`src/rtl/i2s_ser_pkg.sv`:
```
package i2s_ser_pkg;
    typedef enum logic [1:0] {
        FS_IDLE  = 2'd0,
        FS_LEAD  = 2'd1,
        FS_LEFT  = 2'd2,
        FS_RIGHT = 2'd3
    } fsm_state_t;
endpackage

```
`src/rtl/i2s_frame_fsm.sv`:
```
module i2s_frame_fsm
    import i2s_ser_pkg::*;
#(
    parameter int SLOT_W = 32,
    parameter int CNT_W  = $clog2(SLOT_W)
) (
    input  logic             clk,
    input  logic             rst_n,
    input  logic             half_tick,
    input  logic             tx_en,
    input  logic             rx_en,
    output fsm_state_t       state,
    output logic [CNT_W-1:0] bcnt,
    output logic             sck_raw,
    output logic             ws_raw,
    output logic             launch,
    output logic             capture,
    output logic             slot_start,
    output logic             tx_act,
    output logic             rx_act
);
    localparam logic [CNT_W-1:0] LAST  = CNT_W'(SLOT_W - 1);
    localparam logic [CNT_W-1:0] PRELD = CNT_W'(SLOT_W - 2);

    fsm_state_t       nxt_state;
    logic [CNT_W-1:0] nxt_cnt;
    logic             load_act;

    assign launch  = half_tick & sck_raw;
    assign capture = half_tick & ~sck_raw;

    // next-state decode
    always_comb begin
        nxt_state = state;
        nxt_cnt   = bcnt;
        load_act  = 1'b0;
        unique case (state)
            FS_IDLE: begin
                if (tx_en | rx_en) begin
                    nxt_state = FS_LEAD;
                    load_act  = 1'b1;
                end
            end
            FS_LEAD: begin
                nxt_state = FS_LEFT;
                nxt_cnt   = '0;
            end
            FS_LEFT: begin
                if (bcnt == LAST) begin
                    nxt_state = FS_RIGHT;
                    nxt_cnt   = '0;
                end else begin
                    nxt_cnt = bcnt + 1'b1;
                end
            end
            FS_RIGHT: begin
                if (bcnt == LAST) begin
                    nxt_state = (tx_act | rx_act) ? FS_LEFT : FS_IDLE;
                    nxt_cnt   = '0;
                end else begin
                    nxt_cnt = bcnt + 1'b1;
                    if (bcnt == PRELD) load_act = 1'b1;
                end
            end
        endcase
    end

    // state register
    always_ff @(posedge clk) begin
        if (!rst_n) begin
            state   <= FS_IDLE;
            bcnt    <= '0;
            sck_raw <= 1'b0;
            tx_act  <= 1'b0;
            rx_act  <= 1'b0;
        end else begin
            if (half_tick) sck_raw <= ~sck_raw;
            if (launch) begin
                state <= nxt_state;
                bcnt  <= nxt_cnt;
                if (load_act) begin
                    tx_act <= tx_en;
                    rx_act <= rx_en;
                end
            end
        end
    end

    // outputs
    always_comb begin
        slot_start = launch && (nxt_state == FS_LEFT || nxt_state == FS_RIGHT)
                     && (nxt_cnt == '0);
        ws_raw = 1'b1;
        unique case (state)
            FS_IDLE:  ws_raw = 1'b1;
            FS_LEAD:  ws_raw = 1'b0;
            FS_LEFT:  ws_raw = (bcnt == LAST);
            FS_RIGHT: ws_raw = (bcnt != LAST);
        endcase
    end
endmodule

```
`src/rtl/i2s_tx_shift.sv`:
```
module i2s_tx_shift #(
    parameter int DATA_W = 16
) (
    input  logic              clk,
    input  logic              rst_n,
    input  logic              launch,
    input  logic              slot_start,
    input  logic              tx_act,
    input  logic              tx_valid,
    input  logic [DATA_W-1:0] tx_data,
    output logic              sdo,
    output logic              tx_pop,
    output logic              tx_urun
);
    logic              fetch;
    logic [DATA_W-1:0] word;
    logic [DATA_W-1:0] sh;

    assign fetch   = slot_start & tx_act;
    assign tx_pop  = fetch & tx_valid;
    assign tx_urun = fetch & ~tx_valid;
    assign word    = tx_pop ? tx_data : '0;

    always_ff @(posedge clk) begin
        if (!rst_n) begin
            sdo <= 1'b0;
            sh  <= '0;
        end else if (slot_start) begin
            sdo <= word[DATA_W-1];
            sh  <= {word[DATA_W-2:0], 1'b0};
        end else if (launch) begin
            sdo <= sh[DATA_W-1];
            sh  <= {sh[DATA_W-2:0], 1'b0};
        end
    end
endmodule

```
`src/rtl/i2s_rx_shift.sv`:
```
module i2s_rx_shift
    import i2s_ser_pkg::*;
#(
    parameter int DATA_W = 16,
    parameter int CNT_W  = 5
) (
    input  logic              clk,
    input  logic              rst_n,
    input  logic              capture,
    input  fsm_state_t        state,
    input  logic [CNT_W-1:0]  bcnt,
    input  logic              rx_act,
    input  logic              sdi,
    input  logic              rx_ready,
    output logic [DATA_W-1:0] rx_data,
    output logic              rx_push,
    output logic              rx_orun
);
    localparam logic [CNT_W-1:0] DLAST = CNT_W'(DATA_W - 1);

    logic              in_data;
    logic              last_bit;
    logic              pend;
    logic [DATA_W-1:0] sh;

    assign in_data  = rx_act && (state == FS_LEFT || state == FS_RIGHT) && (bcnt <= DLAST);
    assign last_bit = in_data && (bcnt == DLAST);
    assign rx_push  = pend & rx_ready;
    assign rx_orun  = pend & ~rx_ready;

    always_ff @(posedge clk) begin
        if (!rst_n) begin
            sh      <= '0;
            rx_data <= '0;
            pend    <= 1'b0;
        end else begin
            pend <= capture & last_bit;
            if (capture && in_data) sh <= {sh[DATA_W-2:0], sdi};
            if (capture && last_bit) rx_data <= {sh[DATA_W-2:0], sdi};
        end
    end
endmodule

```
`src/rtl/i2s_frame_ser.sv`:
```
module i2s_frame_ser
    import i2s_ser_pkg::*;
#(
    parameter int DATA_W = 16,
    parameter int SLOT_W = 32
) (
    input  logic              clk,
    input  logic              rst_n,
    input  logic              half_tick,
    input  logic              tx_en,
    input  logic              rx_en,
    input  logic              bclk_inv,
    input  logic              ws_inv,
    output logic              sck_o,
    output logic              ws_o,
    output logic              sdo,
    input  logic              sdi,
    input  logic [DATA_W-1:0] tx_data,
    input  logic              tx_valid,
    output logic              tx_pop,
    output logic              tx_urun,
    output logic [DATA_W-1:0] rx_data,
    output logic              rx_push,
    input  logic              rx_ready,
    output logic              rx_orun,
    output logic              idle
);
    localparam int CNT_W = $clog2(SLOT_W);

    fsm_state_t       state;
    logic [CNT_W-1:0] bcnt;
    logic             sck_raw, ws_raw, launch, capture, slot_start, tx_act, rx_act;

    i2s_frame_fsm #(.SLOT_W(SLOT_W), .CNT_W(CNT_W)) u_fsm (
        .clk(clk), .rst_n(rst_n), .half_tick(half_tick),
        .tx_en(tx_en), .rx_en(rx_en),
        .state(state), .bcnt(bcnt), .sck_raw(sck_raw), .ws_raw(ws_raw),
        .launch(launch), .capture(capture), .slot_start(slot_start),
        .tx_act(tx_act), .rx_act(rx_act)
    );

    i2s_tx_shift #(.DATA_W(DATA_W)) u_tx (
        .clk(clk), .rst_n(rst_n), .launch(launch), .slot_start(slot_start),
        .tx_act(tx_act), .tx_valid(tx_valid), .tx_data(tx_data),
        .sdo(sdo), .tx_pop(tx_pop), .tx_urun(tx_urun)
    );

    i2s_rx_shift #(.DATA_W(DATA_W), .CNT_W(CNT_W)) u_rx (
        .clk(clk), .rst_n(rst_n), .capture(capture), .state(state), .bcnt(bcnt),
        .rx_act(rx_act), .sdi(sdi), .rx_ready(rx_ready),
        .rx_data(rx_data), .rx_push(rx_push), .rx_orun(rx_orun)
    );

    assign sck_o = sck_raw ^ bclk_inv;
    assign ws_o  = ws_raw ^ ws_inv;
    assign idle  = (state == FS_IDLE);
endmodule

```
`config.mk`:
```
export PLATFORM = sky130hd
export DESIGN_NAME = i2s_frame_ser
export DESIGN_NICKNAME = d
export VERILOG_FILES = /design/src/rtl/i2s_ser_pkg.sv /design/src/rtl/i2s_frame_fsm.sv /design/src/rtl/i2s_tx_shift.sv /design/src/rtl/i2s_rx_shift.sv /design/src/rtl/i2s_frame_ser.sv
export SDC_FILE = /design/constraint.sdc
export NUM_CORES = 1
export LEC_CHECK = 0
export BUFFER_PORTS_ARGS = -buffer_cell sky130_fd_sc_hd__buf_2
export CORE_UTILIZATION = 56
export CTS_CLUSTER_SIZE = 10
export DETAILED_ROUTE_END_ITERATION = 6
export PLACE_DENSITY_LB_ADDON = 0.15
export SLEW_MARGIN = 20
export SYNTH_ARGS = -nofsm -noshare
export SYNTH_HDL_FRONTEND = slang
export SYNTH_HIERARCHICAL = 1
export SYNTH_SLANG_ARGS = --single-unit
```
`constraint.sdc`:
```
create_clock -name clk -period 3.5 [get_ports clk]
set_input_delay 0.525 -clock clk [delete_from_list [all_inputs] [get_ports clk]]
set_output_delay 0.525 -clock clk [all_outputs]
set_load 0.005 [all_outputs]
```
# == Word-level counts from Yosys, hierarchy flattened ==
# Cells that the tools add are included.
# Widths: inputs -> output; s select.
# word_totals
reg_bits,58
latch_bits,0
ram_bits,0
rom_bits,0
in_bits,26
out_inout_bits,24
elab_cells,67
mem_count,0
# op_classes
n_addsub,1
mul,0
n_div,0
magnitude_cmp,1
eq_ne,9
n_shift,0
mux,17
n_bitwise,15
n_reduce_logical,14
# op_table
cell,n
$mux 16,3
$eq 5x5->1 const B,2
$pmux 5 s2,1
$and 1x1->1,8
$eq 2x2->1 const B,4
$mux 2,4
$pmux 2 s4,1
$logic_and 1x1->1,7
$add 5x1->5 const B,1
$eq 5x4->1 const B,1
$le 5x4->1 const B,1
$logic_not 5->1,1
$mux 1,5
$mux 5,1
$ne 5x5->1 const B,1
$pmux 1 s4,1
$not 1->1,3
$eq 2x1->1 const B,1
$logic_not 2->1,1
$logic_or 1x1->1,2
$or 1x1->1,2
$pmux 1 s2,1
$reduce_and 2->1,1
$reduce_bool 2->1,1
2 further kinds,3

# == Logic depth before layout (Yosys ltp) ==
# logic_depth
depth_word,12
ltp_mapped,13

# == Modules after synthesis ==
# Netlist, hierarchy kept.
# by_module_without_submodules
module,instances,cells_per_inst,area_each_um2
i2s_rx_shift,1,141,1283.7
i2s_tx_shift,1,77,847.1
i2s_frame_fsm,1,86,735.7
i2s_frame_ser,1,3,21.3

# == Worst setup path after synthesis ==
# No wires, ideal clock.
# synth_path
path_kind,register to output
from,reg u_fsm.bcnt[0]
to,out tx_pop
arrival_time_ps,2316
required_ps,2975
slack_ps,659
stages_incl_launch_ff,12
path_buffers,3
cell_sequence,dfxtp_1 ha_1 and3_2 ha_1 o21bai_1 nor4b_1 a21oi_1 and4b_1 buf_4 and3_1 buf_4 buf_12
# synth_between
elab_chain_len,9
# synth_lines
element,line_no,source
start: declaration,i2s_frame_fsm.sv:13,"output logic [CNT_W-1:0] bcnt,"
start signal: assignment,i2s_frame_fsm.sv:80,bcnt <= nxt_cnt;
branches (longest 6 deep; another with $add 5x1->5),--,
$logic_and 1x1->1 (*),i2s_frame_fsm.sv:92,&& (nxt_cnt == '0);
net slot_start,i2s_frame_ser.sv:32,"logic sck_raw, ws_raw, launch, capture, slot_start, tx_act, rx_act;"
$and 1x1->1 (*),i2s_tx_shift.sv:19,assign fetch = slot_start & tx_act;
$and 1x1->1 (*),i2s_tx_shift.sv:20,assign tx_pop = fetch & tx_valid;
end: declaration,i2s_frame_ser.sv:20,"output logic tx_pop,"
# Mark *: on every way through the listed nets, which the timed path passes.

# == Final worst setup path ==
# Ends and elaborated chain as after synthesis.

==> reports/qor.yml <==
ys_warn_count: 6
cp_top_family: "simple AND/OR/NAND/NOR gates"
drtPass1Iterations: 4
cts_resized: 0
p_clk_share_pct: 48.9
worstMarginPinSlew_ps: 529
crit_arrival_ps: 2630
cp.required_ps: 2970
clk_latency_ps: 340
setup_viol: 0
gp_congestion: 0.848
grt_max_degree: 50
postCtsHoldBufs: 0
async_reset_ff_share_pct: 0
status: "finished, final reports clean"
clock.fmax_mhz: 317
rsz0062_at_grt: "no"
seqPwrFrac_pct: 44.8
ys_types: 49
worst_path_most_repeated_cell: "ha_1"
grt-busiest-layer: "met2"
hpwl_mm: 3.43
drcViolationCount: 0
synth.avg_cell_area_sq_um: 9.41
drtIter0Drc: 137
finalMaxSlewViolations: 0
initial_core_util_pct: 59.6
ys_ff_latch: 58
cts-root-buf: "clkbuf_8"
swShare_pct: 22.0
grt_antenna_before_repair: 0
grt_overflow: 0
netlist_instances: 307
met1_usage_pct: 30.6
skew_ps: 7.07
synth_top_cell_area_share_pct: 40.2
die_w_um: 73.8
num_antenna_cells: 0
max_cap_violations: 0
power_switching_mw: 0.338
grt_pass1_vias: 1964
use_met2_pct: 30.9
cts_max_level: 3
p_int_mw: 1.19
vias_per_cell: 5.38
synth_edf_count: 0
grt_pass1_wl_mm: 8.94
die_h_um: 73.8
worst_hold_slack_ps: 445
p_leak_nw: 1.45
grtUsageMet3_pct: 6.58
synth_top_cell_by_area: "dfxtp_1"
ant_nets: 0
synthTopCellsByArea: "dfxtp_1 40%, nand2_1 9.4%, mux2i_1 6.2%, o311a_1 5.5%, o2bb2ai_2 4.7%"
synth_compound_area_share_pct: 22.6
synthMuxAreaShare_pct: 6.24
yosys.area_share.simple_pct: 21.0
wl_per_cell_um: 12.8
cts.sinks: 58
period_share_pct: 90.2
fin_setup_tns_ps: 0
crit_path_end_kind: "output port"
slowest_stage: "dfxtp_1"
cts_tree: "done"
path_cells: "ha_1, and3_2, ha_1, o21bai_1, nor4b_1, a21oi_1, and4b_1, and3_1, buf_2"
cp_slowest_stage_delay_ps: 360
p_per_area_nw_per_um2: 458
postRouteWirelength_mm: 5.39
mostFrequentLayoutCell: "nand2_1"
clk_path_buf_depth: 2
hold_viol: 0
crit_path_start_kind: "flip-flop"
cts_buffers: 9
via_count: 2263
post_cts_buffers: 0
synth_xor_area_share_pct: 0.607
pin_count: 50
synth_seq_area_share_pct: 40.2
place_ws_ps: 742
area_growth_pct: 15.9
syn_nets: 342
rows: 25
hp-class: "in2reg"
layout.nets: 384
period_needed_ps: 3160
core_sq_um: 4850
synth_top_family_by_area: "compound AO/OA/AOI/OAI gates"
fin_ws_ps: 342
die_area_sq_um: 5450
drive_above_1_share_pct: 24.3
path_class: "reg2out"
netlist_area_sq_um: 2890
clkSlewWorstSetupHoldPaths_ps: 70
comb_power_share_pct: 6.3
peakVddDrop_v: 0.000362
cp_num_buf_inv: 1
final_cell_mix: "72 x nand2_1, 58 x dfxtp_1, 49 x buf_2"
portBuffers: 49
synth-adder-area-share_pct: 3.90
max_slew_margin_pct: 64.7
ys.flop_type: "dfxtp_1"
crit_fanout: 7
grt_usage_pct: 21.7
-- cells by family (layout without fill, tap and decap cells) --
group,Yosys count,count (layout)
compound gates,73,73
xor+xnor,2,2
fa+ha+maj,9,9
buf+inv,26,73
flops,58,58
mux,18,18
simple gates,121,121
-- per-stage QoR --
step	total power [mW]	area, sq um	cells	util (%)
final	1.53	3350	421	69.0
after detailed placement	0.798	3100	405	64.0
after floorplan	0.765	2890	307	-
after global placement	0.796	3100	405	64.0
after global routing	1.59	3350	421	69.0
after CTS	1.54	3350	421	69.0
-- state kept, by name, summed over array words and instances (netlist names) --
register / flops
u_fsm/bcnt: 5
u_fsm/rx_act: 1
u_fsm/sck_raw: 1
u_fsm/state: 2
u_fsm/tx_act: 1
u_rx/pend: 1
u_rx/rx_data: 16
u_rx/sh: 15
u_tx/sdo: 1
u_tx/sh: 15
-- path summary, 6_finish.rpt --
| kind | from | to | slack, ps | cells past startpoint |
|---|---|---|---|---|
| setup reg to reg | u_fsm/bcnt[0]$_SDFFE_PN0P_ | u_tx/sh[8]$_SDFFE_PN0P_ | 750 | 11 |
| hold reg to reg | u_rx/rx_data[10]$_SDFFE_PN0P_ | u_rx/rx_data[10]$_SDFFE_PN0P_ | 450 | 2 |
| setup / recovery | u_fsm/bcnt[0]$_SDFFE_PN0P_ | tx_pop | 340 | 9 |
| hold / removal | sdi | u_rx/sh[0]$_SDFFE_PN0P_ | 440 | 3 |
-- metal layers --
layer,up-vias,share of wire (%)
met5,-,0
met4,0,1.3
met3,6,3.1
met2,44,43
met1,1049,53
li1,1164,-
-- tightest hold or removal path: stages --
cell and delay, ps:
buf_2 110, nand2_1 50, a21boi_1 50
-- power groups by stage --
stage               combinational (mW)  clock [mW]  sequential (mW)
floorplan                       0.0665           0            0.699
global placement                0.0948           0            0.701
detailed placement              0.0967           0            0.701
CTS                             0.0972       0.759            0.687
global route                     0.108       0.789            0.688
finish                          0.0965       0.748            0.687
-- area by class of cell --
cell class | instances | area (sq um)
Multi-Input combinational cell | 223 | 1570
Fill cell | 397 | 1500
Sequential cell | 58 | 1160
Timing Repair Buffer | 53 | 275
Clock buffer | 9 | 124
Clock inverter | 7 | 118
Tap cell | 67 | 83.8
Inverter | 4 | 15.0
-- cell usage after synthesis (2+ instances only) --
library cell / number
nand2_1: 72
dfxtp_1: 58
nor2b_1: 20
mux2i_1: 18
o311a_1: 16
a21boi_1: 15
clkbuf_1: 9
ha_1: 9
o2bb2ai_2: 9
buf_2: 7
nor2_1: 7
o21ai_0: 6
o2bb2ai_1: 6
a21oi_1: 4
a21boi_0: 3
buf_4: 3
inv_1: 3
and2_1: 2
and3_2: 2
and4b_1: 2
buf_12: 2
nand3_1: 2
nor3_1: 2
nor3b_1: 2
o21bai_1: 2
o31ai_1: 2
xor2_1: 2
No activity file was read; power rests on OpenSTA's default activity.
